===== config.mk =====
export PLATFORM = sky130hd
export DESIGN_NAME = host_status_reg
export DESIGN_NICKNAME = d
export VERILOG_FILES = /design/src/rtl/host_status_pkg.sv /design/src/rtl/hs_err_flag.sv /design/src/rtl/hs_cmd_track.sv /design/src/rtl/host_status_reg.sv
export SDC_FILE = /design/constraint.sdc
export NUM_CORES = 1
export LEC_CHECK = 0
export CORE_MARGIN = 5
export CORE_UTILIZATION = 29
export CTS_CLUSTER_DIAMETER = 40
export DETAILED_ROUTE_END_ITERATION = 8
export PLACE_DENSITY = 0.74
export RECOVER_POWER = 100
export SETUP_SLACK_MARGIN = 0.05
export SLEW_MARGIN = 20
export SYNTH_ARGS = -nofsm -noshare
export SYNTH_HDL_FRONTEND = slang
export SYNTH_SLANG_ARGS = --single-unit

===== constraint.sdc =====
create_clock -name clk_i -period 0.9 [get_ports clk_i]
set_input_delay 0.18 -clock clk_i [delete_from_list [all_inputs] [get_ports clk_i]]
set_output_delay 0.18 -clock clk_i [all_outputs]
set_load 0.01 [all_outputs]

===== src/rtl/host_status_pkg.sv =====
package host_status_pkg;
  localparam int unsigned STAT_W   = 2;
  localparam int unsigned ERR_IDX  = 1;  // status byte bit 7
  localparam int unsigned CMD_IDX  = 0;  // status byte bit 6
  localparam logic [STAT_W-1:0] FROZEN_VIEW = '1;
endpackage


===== src/rtl/hs_err_flag.sv =====
module hs_err_flag (
  input  logic clk_i,
  input  logic rst_ni,
  input  logic freeze_i,
  input  logic host_cmd_rd_i,
  input  logic host_fifo_rd_i,
  input  logic fifo_empty_i,
  input  logic cmd_free_i,
  input  logic cpu_err_clr_i,
  output logic err_ok_o
);
  logic err_ok_q;
  logic underrun, cmd_overread, frz_cmd_rd, err_evt;

  // underrun detection is off while frozen
  assign underrun     = !freeze_i && host_fifo_rd_i && fifo_empty_i;
  assign cmd_overread = !freeze_i && host_cmd_rd_i && cmd_free_i;
  assign frz_cmd_rd   = freeze_i && host_cmd_rd_i;
  assign err_evt      = underrun || cmd_overread || frz_cmd_rd;

  always_ff @(posedge clk_i or negedge rst_ni) begin
    if (!rst_ni)            err_ok_q <= 1'b1;
    else if (err_evt)       err_ok_q <= 1'b0;
    else if (cpu_err_clr_i) err_ok_q <= 1'b1;
  end

  assign err_ok_o = err_ok_q;

  assert_underrun_R4: assert property (@(posedge clk_i) disable iff (!rst_ni)
    (!freeze_i && host_fifo_rd_i && fifo_empty_i) |=> !err_ok_o);
  assert_overread_R5: assert property (@(posedge clk_i) disable iff (!rst_ni)
    (!freeze_i && host_cmd_rd_i && cmd_free_i) |=> !err_ok_o);
  assert_sticky_R6: assert property (@(posedge clk_i) disable iff (!rst_ni)
    (!err_ok_o && !cpu_err_clr_i) |=> !err_ok_o);
  assert_frozen_hold_R9: assert property (@(posedge clk_i) disable iff (!rst_ni)
    (freeze_i && !host_cmd_rd_i && !cpu_err_clr_i) |=> $stable(err_ok_o));
  assert_frozen_cmd_rd_R10: assert property (@(posedge clk_i) disable iff (!rst_ni)
    (freeze_i && host_cmd_rd_i) |=> !err_ok_o);
endmodule


===== src/rtl/hs_cmd_track.sv =====
module hs_cmd_track #(
  parameter int unsigned DATA_W = 8
) (
  input  logic              clk_i,
  input  logic              rst_ni,
  input  logic              cpu_cmd_wr_i,
  input  logic [DATA_W-1:0] cpu_cmd_data_i,
  input  logic              host_cmd_rd_i,
  output logic              cmd_free_o,
  output logic [DATA_W-1:0] cmd_data_o
);
  logic              free_q;
  logic [DATA_W-1:0] data_q;

  always_ff @(posedge clk_i or negedge rst_ni) begin
    if (!rst_ni) begin
      free_q <= 1'b1;
      data_q <= '0;
    end else begin
      if (cpu_cmd_wr_i) begin
        free_q <= 1'b0;  // new command wins over a same-cycle read
        data_q <= cpu_cmd_data_i;
      end else if (host_cmd_rd_i) begin
        free_q <= 1'b1;
      end
    end
  end

  assign cmd_free_o = free_q;
  assign cmd_data_o = data_q;

  assert_wr_clears_R2: assert property (@(posedge clk_i) disable iff (!rst_ni)
    cpu_cmd_wr_i |=> (!cmd_free_o && cmd_data_o == $past(cpu_cmd_data_i)));
  assert_rd_sets_R3: assert property (@(posedge clk_i) disable iff (!rst_ni)
    (host_cmd_rd_i && !cpu_cmd_wr_i) |=> cmd_free_o);
  assert_data_hold_R2: assert property (@(posedge clk_i) disable iff (!rst_ni)
    !cpu_cmd_wr_i |=> $stable(cmd_data_o));
endmodule


===== src/rtl/host_status_reg.sv =====
module host_status_reg
  import host_status_pkg::*;
#(
  parameter int unsigned DATA_W = 8
) (
  input  logic              clk_i,
  input  logic              rst_ni,
  input  logic              freeze_i,
  input  logic              cpu_cmd_wr_i,
  input  logic [DATA_W-1:0] cpu_cmd_data_i,
  input  logic              cpu_err_clr_i,
  input  logic              host_cmd_rd_i,
  input  logic              host_fifo_rd_i,
  input  logic              fifo_empty_i,
  output logic [1:0]        host_stat_o,
  output logic [1:0]        cpu_stat_o,
  output logic [DATA_W-1:0] cmd_data_o
);
  logic cmd_free, err_ok;
  logic [STAT_W-1:0] shadow;

  hs_cmd_track #(.DATA_W(DATA_W)) u_cmd (
    .clk_i          (clk_i),
    .rst_ni         (rst_ni),
    .cpu_cmd_wr_i   (cpu_cmd_wr_i),
    .cpu_cmd_data_i (cpu_cmd_data_i),
    .host_cmd_rd_i  (host_cmd_rd_i),
    .cmd_free_o     (cmd_free),
    .cmd_data_o     (cmd_data_o)
  );

  hs_err_flag u_err (
    .clk_i          (clk_i),
    .rst_ni         (rst_ni),
    .freeze_i       (freeze_i),
    .host_cmd_rd_i  (host_cmd_rd_i),
    .host_fifo_rd_i (host_fifo_rd_i),
    .fifo_empty_i   (fifo_empty_i),
    .cmd_free_i     (cmd_free),
    .cpu_err_clr_i  (cpu_err_clr_i),
    .err_ok_o       (err_ok)
  );

  always_comb begin
    shadow          = '0;
    shadow[ERR_IDX] = err_ok;
    shadow[CMD_IDX] = cmd_free;
  end

  assign cpu_stat_o  = shadow;
  assign host_stat_o = freeze_i ? FROZEN_VIEW : shadow;

  assert_shadow_tracks_R8: assert property (@(posedge clk_i) disable iff (!rst_ni)
    (freeze_i && cpu_cmd_wr_i) |=> !cpu_stat_o[CMD_IDX]);
  assert_resume_R11: assert property (@(posedge clk_i) disable iff (!rst_ni)
    $fell(freeze_i) |-> (host_stat_o[CMD_IDX] == cmd_free && host_stat_o[ERR_IDX] == err_ok));
  assert_frozen_view_R7: assert property (@(posedge clk_i) disable iff (!rst_ni)
    freeze_i |-> $countones(host_stat_o) == STAT_W);
endmodule


==> flow_metrics.tcl <==
set metrics [dict create \
    status "finished with violations" \
    violations "setup timing" \
    synthesis.nets 44 \
    layout.cells.non_filler 76 \
    hpwl_um 794 \
    grt_max_degree 11 \
    crit_path_end_kind "output pin" \
    seqPwrFrac_pct 48.2 \
    p_int_uw 828.2 \
    grt_pass1_vias 366 \
    overflow 0 \
    io_buffer_count 27 \
    routedWlPerCell_um 13.29 \
    io_pins 28 \
    syn_inst 28 \
    synth_adder_area_share_pct 0 \
    clk_pin_slew_ns 0.06 \
    synth_common_cells "dfrtp_1, mux2_2, nor2_1" \
    ys_seq_elements 10 \
    clock-skew-final_ns 0.001420 \
    rsz0062_at_grt "yes" \
    synth_xor_area_share_pct 0 \
    gp_congestion 0.6145 \
    core_area_um2 1318 \
    drive_gt1_share_pct 55.74 \
    synth_area_leaders "dfrtp_1, mux2_2, dfstp_2" \
    ant_nets 0 \
    reg2reg_slack_ns -0.16 \
    ys_seq_area_share_pct 61.21 \
    worstPathRequired_ns 0.72 \
    h-tree-depth 1 \
    dp.cells 71 \
    synth_cell_type_count 10 \
    cts_root_buffer "clkbuf_4" \
    cts_sinks 10 \
    critPathArrivalTime_ns 1.00 \
    worstSetupStartpoint "u_cmd.cmd_free_o$_DFFE_PN1P_" \
    insertion_delay_ns 0.25 \
    yosys.area.top_type "dfrtp_1" \
    synthArstFlopShare_pct 100.0 \
    wl_mm 1.010 \
    cap_violations 0 \
    irDropWorstVdd_mv 0.7115 \
    worstMarginPinSlew_ns 0.5185 \
    vias_per_cell 4.434 \
    slew_violations 0 \
    cts_made_buffers 3 \
    yosys.area_share.simple_pct 8.485 \
    path_class "reg2out" \
    comb_power_share_pct 25.1 \
    drc_errors 0 \
    rows 13 \
    grt_pass1_wl_mm 1.607 \
    antenna_found_initial 0 \
    synth_warnings 0 \
    syn_area_um2 412.9 \
    num_vias 337 \
    min-delay-start "cpu_cmd_wr_i" \
    hold_class "in2reg" \
    fin_crit_sh_pct 131.3 \
    period_needed_ns 1.182 \
    nets 79 \
    cts_hold_buffers 0 \
    finalSetupViolCount 13 \
    cellLeakagePower_nw 0.3310 \
    syn_area_per_cell_um2 14.75 \
    synthMuxAreaShare_pct 21.82 \
    drt-pass1-iter-count 1 \
    timing.fmax_mhz 846.1 \
    ctsLongestPathBuffers 2 \
    synth_compound_area_share_pct 3.636 \
    dieHeight_um 47.74 \
    finalHoldViolations 0 \
    synth_edf_count 0 \
    finalWorstSetupSlack_ns -0.2819 \
    synth_top_family_by_area "multiplexers" \
    drt_iter0_drc 0 \
    relSlewSlack_pct 65.43 \
    area_growth_pct 73.33 \
    tritoncts "done" \
    worstSetupStartpointType "flip-flop" \
    yosys.area.top_type_share_pct 48.48 \
    nFillCells 126 \
    r2r-start "u_cmd.cmd_free_o$_DFFE_PN1P_" \
    cp_max_fo 3 \
    antennaDiodeCount 0 \
    start_util_pct 31.34 \
    design.die.area_um2 2279 \
    powerDensity_nw_per_um2 1513 \
    die_width_um 47.74 \
    switching_power_uw 254.4 \
    p_clk_share_pct 26.7 \
    synth_flop_cell "dfrtp_1" \
    netSwitchingFraction_pct 23.50 \
    total_power_mw 1.083 \
    track_usage_pct 10.74 \
]
state kept, by name (all words and copies together), names as in the netlist:
register and cells:
u_err.err_ok_o 1, u_cmd.cmd_free_o 1, u_cmd.cmd_data_o 8
path summary, 6_finish.rpt:
check | endpoint | cells after the start
max in group asynchronous | u_cmd.cmd_free_o$_DFFE_PN1P_ | 2
min | u_cmd.cmd_free_o$_DFFE_PN1P_ | 3
min reg2reg | u_cmd.cmd_data_o[2]$_DFFE_PN0P_ | 1
min in group asynchronous | u_cmd.cmd_data_o[3]$_DFFE_PN0P_ | 2
max | host_stat_o[0] | 2
max reg2reg | u_err.err_ok_o$_DFFE_PN1P_ | 3
power by group through the flow:
stage	Sequential, mW	Combinational (mW)	Clock [mW]
5_1_grt	0.527	0.293	0.348
6_report	0.522	0.272	0.289
3_3_place_gp	0.529	0.296	0
4_1_cts	0.522	0.278	0.303
3_5_place_dp	0.531	0.300	0
2_1_floorplan	0.546	0.0856	0
metal layers:
layer / global-route usage (%) / share of wire (%) / wire [um] / vias to the layer above
met1: 11.09 / 38 / 382 / 161
met5: 0 / 0 / 0 / -
met2: 17.41 / 50 / 504 / 17
met4: 6.452 / 0 / 0 / 0
met3: 5.263 / 12 / 123 / 0
li1: - / - / - / 159
through the flow:
step           instance area, um^2  hold slack [ns]  worst slack [ns]  utilization, %   TNS [ns]
2_1_floorplan                412.9          -0.1156         -0.003849               -  -0.003849
3_3_place_gp                 724.4           0.4902           -0.6527           54.99     -6.282
3_5_place_dp                 724.4           0.4952           -0.6695           54.99     -6.488
4_1_cts                      720.7           0.2342           -0.2981           54.70     -1.622
5_1_grt                      715.7           0.3348           -0.3347           54.32     -2.109
6_report                     715.7           0.3510           -0.2819           54.32     -1.449
cells in the final DEF, fill, tap and decap left out:
master           instances
clkdlybuf4s50_1         12
buf_2                    9
dfrtp_1                  8
mux2_2                   6
clkbuf_4                 4
buf_6                    4
nor2_1                   3
buf_4                    3
or2_4                    2
mux2_4                   2
dlygate4sd2_1            2
dfstp_2                  2
and2b_2                  1
a221oi_2                 1
dlygate4sd3_1            1
clkbuf_1                 1
critical path: stages (launching register included):
cell,delay [ns]
dfstp_2,0.54
or2_4,0.12
buf_6,0.09
timing repair:
item	in CTS	in global routing
gates resized for setup	56	2
setup endpoints to repair	21	14
setup buffers	1	1
pin swaps	1	1
cell type report:
cell class | instances | area [um^2] | share of cell area, %
Multi-Input combinational cell | 15 | 150.1 | 20.98
Sequential cell | 10 | 252.7 | 35.31
Clock buffer | 3 | 22.52 | 3.147
Timing Repair Buffer | 33 | 271.5 | 37.94
Tap cell | 15 | 18.77 | 2.622
kinds of logic after synthesis:
| family | Yosys count |
|---|---|
| and+or+nand+nor | 6 |
| AOI/OAI and AO/OA | 1 |
| muxes | 8 |
| DFF | 10 |
| buffers and inverters | 3 |
Note: power is estimated with default switching activity, not from simulation.
